### src/rtl/dummy_col_sync.sv
module dummy_col_sync #(
  parameter int COLS = 280,
  parameter int ROWS = 8
) (
  input  logic       clk,
  input  logic       rst_n,
  input  logic [7:0] in_byte,
  input  logic       in_valid,
  output logic       px_valid,
  output logic [8:0] px_col,
  output logic [3:0] px_row,
  output logic [3:0] px_odd,
  output logic [3:0] px_even,
  output logic       frame_start,
  output logic       locked,
  output logic [3:0] st_ref,
  output logic [3:0] st_temp,
  output logic [3:0] st_trim,
  output logic [3:0] st_aux
);
  localparam int BPC = ROWS / 2;
  localparam int CW  = $clog2(COLS + 1);
  localparam int SW  = $clog2(BPC);

  logic [CW-1:0] col_q;
  logic [SW-1:0] sub_q;
  logic prev_m, cand_q, miss_q;

  wire cur_m = (in_byte & 8'hEF) == 8'hE0;
  wire hit   = in_valid && cur_m && prev_m;
  wire last_sub = sub_q == SW'(BPC - 1);
  wire [CW-1:0] col_n = last_sub ? ((col_q == CW'(COLS)) ? '0 : col_q + 1'b1) : col_q;
  wire [SW-1:0] sub_n = last_sub ? '0 : sub_q + 1'b1;
  wire at_sync = (col_n == '0) && (sub_n == SW'(1));
  wire emit = in_valid && locked && (col_n != '0);

  always_ff @(posedge clk) begin
    if (!rst_n) begin
      col_q <= '0; sub_q <= '0; prev_m <= 1'b0;
      cand_q <= 1'b0; miss_q <= 1'b0; locked <= 1'b0;
    end else if (in_valid) begin
      prev_m <= cur_m;
      if (locked) begin
        col_q <= col_n; sub_q <= sub_n;
        if (at_sync) begin
          if (hit) miss_q <= 1'b0;
          else if (miss_q) begin
            locked <= 1'b0; cand_q <= 1'b0; miss_q <= 1'b0;
          end else miss_q <= 1'b1;
        end
      end else if (hit) begin
        if (cand_q && at_sync) begin
          locked <= 1'b1; cand_q <= 1'b0; miss_q <= 1'b0;
          col_q <= col_n; sub_q <= sub_n;
        end else begin
          cand_q <= 1'b1; col_q <= '0; sub_q <= SW'(1);
        end
      end else begin
        col_q <= col_n; sub_q <= sub_n;
        if (cand_q && at_sync) cand_q <= 1'b0;
      end
    end
  end

  always_ff @(posedge clk) begin
    if (!rst_n) begin
      px_valid <= 1'b0; frame_start <= 1'b0;
      px_col <= '0; px_row <= '0; px_odd <= '0; px_even <= '0;
    end else begin
      px_valid    <= emit;
      frame_start <= emit && (col_n == CW'(1)) && (sub_n == '0);
      if (emit) begin
        px_col  <= 9'(col_n);
        px_row  <= 4'({sub_n, 1'b0}) + 4'd1;
        px_odd  <= in_byte[7:4];
        px_even <= in_byte[3:0];
      end
    end
  end

  always_ff @(posedge clk) begin
    if (!rst_n) begin
      st_ref <= '0; st_temp <= '0; st_trim <= '0; st_aux <= '0;
    end else if (in_valid && locked && col_n == '0) begin
      if (sub_n == SW'(BPC - 2)) begin
        st_ref <= in_byte[7:4]; st_temp <= in_byte[3:0];
      end
      if (sub_n == SW'(BPC - 1)) begin
        st_trim <= in_byte[7:4]; st_aux <= in_byte[3:0];
      end
    end
  end

  p_start_first_pair_r9: assert property (@(posedge clk) disable iff (!rst_n)
    frame_start |-> px_valid && px_col == 9'd1 && px_row == 4'd1);
  p_coord_range_r8: assert property (@(posedge clk) disable iff (!rst_n)
    px_valid |-> px_col >= 9'd1 && px_col <= 9'(COLS) && px_row[0] && px_row < 4'(ROWS));
  p_no_px_unlocked_r6: assert property (@(posedge clk) disable iff (!rst_n)
    px_valid |-> $past(locked));
  p_lock_on_byte_r3: assert property (@(posedge clk) disable iff (!rst_n)
    $rose(locked) |-> $past(in_valid));
  p_unlock_on_byte_r5: assert property (@(posedge clk) disable iff (!rst_n)
    $fell(locked) |-> $past(in_valid));
  p_idle_hold_r7: assert property (@(posedge clk) disable iff (!rst_n)
    !$past(in_valid) |-> !px_valid && $stable(locked) && $stable(st_temp));
endmodule

### config.mk
export PLATFORM = sky130hd
export DESIGN_NAME = dummy_col_sync
export DESIGN_NICKNAME = d
export VERILOG_FILES = /design/src/rtl/dummy_col_sync.sv
export SDC_FILE = /design/constraint.sdc
export NUM_CORES = 1
export LEC_CHECK = 0
export ABC_CLOCK_PERIOD_IN_PS = 2900
export BUFFER_PORTS_ARGS = -buffer_cell sky130_fd_sc_hd__buf_4
export CAP_MARGIN = 20
export CORE_MARGIN = 3
export CORE_UTILIZATION = 45
export CTS_BUF_LIST = sky130_fd_sc_hd__clkbuf_4
export DETAILED_ROUTE_END_ITERATION = 8
export GPL_TIMING_DRIVEN = 1
export PLACE_DENSITY = 0.67
export SYNTH_ARGS = -nofsm -noshare
export SYNTH_HDL_FRONTEND = slang
export SYNTH_SLANG_ARGS = --single-unit
### constraint.sdc
create_clock -name clk -period 2.9 [get_ports clk]
set_clock_uncertainty 0.15 [all_clocks]
set_input_delay 0 -clock clk [delete_from_list [all_inputs] [get_ports clk]]
set_output_delay 0 -clock clk [all_outputs]
set_load 0.01 [all_outputs]
Yosys cells after proc, flatten, opt, wreduce, memory -nomap -nowiden
Index checks and enable logic that the tools add are counted.

storage, ports and cells
  bits in registers = 54
  logic and storage cells = 74
  RAM bits = 0
  output and inout bits = 40
  latch bits = 0
  bits of input ports = 11
  bits in read-only memories = 0
  memories = 0

operators by class
  $lt $le $gt $ge = 0
  multipliers = 0
  equality and inequality tests = 10
  add/sub/neg operators = 3
  divide/modulo/power cells = 0
  mux-type cells = 26
  reductions and logical operators = 19
  bitwise operators = 0
  shift-type cells = 0

operators by type and width
  operator                                                                  number
  9-bit 2-to-1 mux                                                          5
  1-bit 2-to-1 mux                                                          17
  9-bit by 1-bit adder with 9-bit output (second input constant)            1
  9-bit by 1-bit == test with 1-bit output (second input constant)          1
  9-bit == test (second input constant)                                     1
  1-bit logical AND                                                         9
  9-bit zero test                                                           1
  9-bit nonzero test                                                        1
  2-bit 2-to-1 mux                                                          4
  7-bit == test (second input constant)                                     1
  2-bit == test (second input constant)                                     3
  5-bit AND reduction                                                       1
  3-bit by 1-bit adder with 4-bit output (second input constant)            1
  2-bit by 1-bit inequality test with 1-bit output (second input constant)  2
  2-bit AND reduction                                                       2
  4-bit AND reduction                                                       1
  2-bit nonzero test                                                        2
  3-bit nonzero test                                                        1
  2-bit by 1-bit adder with 2-bit output (second input constant)            1
  2-bit by 1-bit == test with 1-bit output (second input constant)          1
  2-bit zero test                                                           1
  2-bit inequality test (second input constant)                             1

Longest topological paths before layout
  depth after elaboration = 9
  mapped depth = 10

Least setup slack after synthesis
No wires, ideal clock.

  kind = register -> register
  start = register col_q[0]
  end = register px_col[0]
  arrival = 2,069 ps
  slack = 553 ps
  stages on the path, launching flop included = 11
  buffers on the path = 2
  library setup time = 128 ps
  cells stage by stage = dfxtp_1 ha_1 buf_6 a311o_1 o21ai_1 a41o_1 nand4_4 o21ai_4 buf_12 mux2i_1 nor2_1

between the ends
  longest elaborated chain between the ends = 5

RTL lines
  element                                                                  RTL line  RTL
  start, declared                                                          25        logic [CW-1:0] col_q;
  start signal, assigned                                                   44        col_q <= col_n; sub_q <= sub_n;
  start signal, assigned                                                   54        col_q <= col_n; sub_q <= sub_n;
  start signal, assigned                                                   59        col_q <= col_n; sub_q <= sub_n;
  9-bit by 1-bit adder with 9-bit output or 9-bit == test (tied branches)  32        wire [CW-1:0] col_n = last_sub ? ((col_q == CW'(COLS)) ? '0 : col_q + 1'b1) : col_q;
  9-bit 2-to-1 mux                                                         32
  9-bit 2-to-1 mux *                                                       32
  9-bit nonzero test                                                       35        wire emit = in_valid && locked && (col_n != '0);
  1-bit logical AND                                                        35
  end signal, assigned                                                     73        px_col <= 9'(col_n);
  end, declared                                                            10        output logic [8:0] px_col,

Every way passes the cells marked *; elsewhere a longest branch is shown, timed or not.
A chain may end at the register's enable or synchronous reset.

Worst setup path in the final report
  start = register sub_q[0]
  end = register px_row[1]

between the ends
  longest elaborated chain between the ends = 4

RTL lines
  element                                                                                         RTL line  RTL
  start, declared                                                                                 26        logic [SW-1:0] sub_q;
  start signal, assigned                                                                          44
  start signal, assigned                                                                          54
  start signal, assigned                                                                          59
  parallel branches: the longest is 4 deep, another holds 3-bit by 1-bit adder with 4-bit output  --
  end signal, assigned                                                                            74        px_row <= 4'({sub_n, 1'b0}) + 4'd1;
  end, declared                                                                                   11        output logic [3:0] px_row,

Parallel ways; which one is timed is not known.

==> key figures <==
STA
  • Slew Limit Fails: 0
  • Fmax: 0.377 GHz
  • Worst Tran Pin Value: 0.617 ns
  • Fin crit share: 0.914
  • Crit path time final: 2.65 ns
  • Final Hold Fails: 0
  • # setup viols final: 0
  • RSZ-0062 raised after global routing: false
  • Slew HR: 0.588
  • Setup TNS: 0 ns

Detailed routing
  • First DRT Iteration DRCs: 94
  • Drt first pass iters: 4
  • DR vias: 2,365
  • # DRC: 0
  • WL final: 6400 um
  • Routed Antenna Nets: 0
  • WL per Instance: 14.9 um
  • Vias per inst: 5.49

Global route
  • Antenna violations before repair: 0
  • Largest net degree at the start of global routing: 30
  • Overflow after GRT: 0
  • Total Routing Usage GR: 0.184
  • Global-route wire length before repair: 10,600 um
  • Number of global-route vias before repair: 2,143

Worst hold path
  • Hold wc startpoint: in_byte[4]
  • Hold Crit Class: input pin to register
  • Hold Path Depth: 4

Clock tree
  • Clk root buf: clkbuf_4
  • Clock Path Buffers: 2
  • CTS buffer count: 5
  • Worst-skew pair later-pin latency: 0.38 ns
  • Num Clock Sinks: 53
  • CTS H-tree depth: 2
  • CTS tree: yes
  • Reg clk slew, reported paths: 0.16 ns
  • # resized after CTS: 0

Synth
  • Mapped Area: 2720 um^2
  • FF+latch count, synth: 53
  • Asr flop ratio synth: 0
  • Most common cell in the netlist: dfxtp_1
  • Share of Yosys cell area claimed by the top area cell type: 0.390
  • Synth top cells by count: 53 x dfxtp_1, 42 x nand2_1, 31 x mux2i_1, 28 x nor2_1, 16 x nand3_1
  • Synth cell types: 53
  • Largest area contributor in the netlist: dfxtp_1
  • Register area share after synthesis: 0.390
  • Synth Instances: 308
  • EDFF count, synth: 0
  • Warnings from Yosys: 0
  • Post-Syn Nets: 325
  • Avg Inst Size Synth: 8.82 um^2
  • Post-synth top flop: dfxtp_1
  • Top cells by area, synth: dfxtp_1 39%, mux2i_1 11%, nand2_1 5.8%

Power
  • Combinational Power Share: 0.070
  • Switching pwr: 0.288 mW
  • Pwr Total: 1.15 mW
  • Sw frac: 0.251
  • Clock power frac: 0.291
  • Sequential fraction of design power: 0.639
  • PD cells: 353 nW/um^2
  • P_int: 0.860 mW
  • Leak: 1.48 nW
  • Worst-case vdd ir drop: 0.000258 V

Worst setup path
  • Critical Path, Cell by Cell: ha_1 -> and3_1 -> a21oi_1 -> a41o_1 -> nand4_4 -> o21ai_4 -> buf_12 -> or3_1 -> a21oi_1
  • Worst reg2reg startpoint: sub_q[0]$_SDFFE_PN0P_
  • R2R cell count: 9
  • Crit start category: register
  • Levels on crit path: 9
  • Dominant cell type by count on the critical path: a21oi_1
  • Kind of critical path: register to register
  • Delay of the slowest critical-path stage: 0.46 ns
  • Crit path from: sub_q[0]$_SDFFE_PN0P_
  • Worst path top cell family by delay: simple AND/OR/NAND/NOR gates
  • Crit-path max FO: 15
  • Crit path buffers/inverters: 1
  • Worst path required time: 3.07 ns
  • Worst setup EP type: register
  • Slowest CP cell: ha_1
  • CP Data Arrival Time: 2.82 ns

Job
  • MaxCap Viol Count: 0

Floorplanning
  • Starting Density: 0.479
  • Row count: 27
  • Ports: 51
  • Die height: 83.7 um
  • Die area: 7010 um^2
  • Core ar.: 5680 um^2
  • Die width: 83.7 um

Finish
  • Post-layout util: 0.574
  • Fillers: 542
  • Layout area overhead: 19.8%
  • Reg area: 1060 um^2
  • Layout cells sized above 1: 0.212
  • NumNets Final: 375
  • Multi-input combinational cell area: 1490 um^2
  • Diode count: 0

Status
  • Status: finished, final reports clean

Placement
  • DP Wirelength: 4640 um
  • Port Buf Inserts: 49
  • GP Congestion: 0.854
[what timing repair did]
item                                    CTS  global route
endpoints found under the setup margin    0             0
hold buffers                             10             0
hold endpoints to repair                 38             0
setup buffers                             0             0
[cell type report]
cell class | count | share of cell area
Multi-Input combinational cell | 224 | 0.457
Clock buffer | 5 | 0.0115
Tap cell | 72 | 0.0277
Sequential cell | 53 | 0.326
Timing Repair Buffer | 65 | 0.161
Inverter | 9 | 0.0104
Clock inverter | 3 | 0.00615
[metal layers]
metal	part of all wire	wire length, um	global-route usage
met5	0	0	0
met1	0.45	2860	0.244
met3	0.076	486	0.0494
met2	0.47	3000	0.297
met4	0.0081	52	0.0424
[sequential cells by signal (all words and copies together), names as in the netlist]
signal	flops
frame_start	1
col_q	9
st_trim	4
locked	1
cand_q	1
st_temp	4
px_odd	4
miss_q	1
px_col	9
prev_m	1
st_aux	4
px_valid	1
st_ref	4
sub_q	2
px_row	3
px_even	4
[cell usage in the layout, fill, tap and decap left out, types with 2 or more instances in the layout]
| cell type | count |
|---|---|
| a21boi_0 | 2 |
| and2_1 | 2 |
| and4bb_2 | 2 |
| nor2_1 | 28 |
| o22ai_1 | 2 |
| nor3_1 | 7 |
| nor4bb_1 | 2 |
| nand3b_1 | 3 |
| clkbuf_4 | 5 |
| mux2i_1 | 31 |
| nand2b_1 | 8 |
| or3_1 | 3 |
| inv_1 | 8 |
| nand4b_1 | 2 |
| nand4_1 | 3 |
| a211oi_1 | 3 |
| o21ai_4 | 2 |
| a22oi_1 | 2 |
| a31oi_1 | 4 |
| and4_1 | 2 |
| clkinv_1 | 2 |
| dlygate4sd3_1 | 10 |
| nor4_1 | 4 |
| xnor2_1 | 3 |
| nand2_1 | 42 |
| buf_4 | 54 |
| o21ai_0 | 4 |
| o21a_1 | 3 |
| dfxtp_1 | 53 |
| ha_1 | 6 |
| nor2b_1 | 2 |
| nand3_1 | 16 |
| nand3_2 | 3 |
| and3_1 | 3 |
| a21oi_1 | 14 |
| nand4_4 | 2 |
[metrics by stage]
| stage | cells | setup WS (ns) | instance area [um^2] | hold slack [ns] |
|---|---|---|---|---|
| after floorplan | 308 | 0.553 | 2720 | -0.00606 |
| after global placement | 413 | 0.325 | 3100 | 0.0985 |
| after detailed placement | 413 | 0.285 | 3100 | 0.117 |
| after CTS | 431 | 0.248 | 3260 | 0.247 |
| after global routing | 431 | 0.0633 | 3260 | 0.269 |
| final | 431 | 0.249 | 3260 | 0.255 |
[worst paths after layout]
check / slack [ns] / to
max: 0.25 / px_row[1]$_SDFFE_PN0P_
min: 0.25 / px_odd[0]$_SDFFE_PN0P_
max reg2reg: 0.25 / px_row[1]$_SDFFE_PN0P_
min reg2reg: 0.31 / px_row[0]$_SDFFE_PN0P_
[cell families (layout without fill, tap and decap cells)]
family | Yosys count | after routing | share of synthesized area
mux | 31 | 31 | 0.114
compound gates | 45 | 45 | 0.119
buf+inv | 31 | 82 | 0.0622
simple gates | 137 | 137 | 0.273
flops | 53 | 53 | 0.390
xor+xnor | 4 | 4 | 0.0129
other cells | 1 | 1 | 0.00138
fa+ha+maj | 6 | 6 | 0.0276
[worst min-delay path: cells and delay by family]
| family | cells | cell delay, ns |
|---|---|---|
| and+or+nand+nor | 1 | 0.07 |
| muxes | 1 | 0.06 |
| buffers and inverters | 2 | 0.63 |
[power by group through the flow]
| stage | sequential (mW) | combinational (mW) | clock (mW) |
|---|---|---|---|
| 2_1_floorplan | 0.749 | 0.0455 | 0 |
| 3_3_place_gp | 0.749 | 0.0694 | 0 |
| 3_5_place_dp | 0.749 | 0.0697 | 0 |
| 4_1_cts | 0.734 | 0.0806 | 0.348 |
| 5_1_grt | 0.735 | 0.0892 | 0.373 |
| 6_report | 0.734 | 0.0808 | 0.334 |
(Power assumes the default switching activity.)
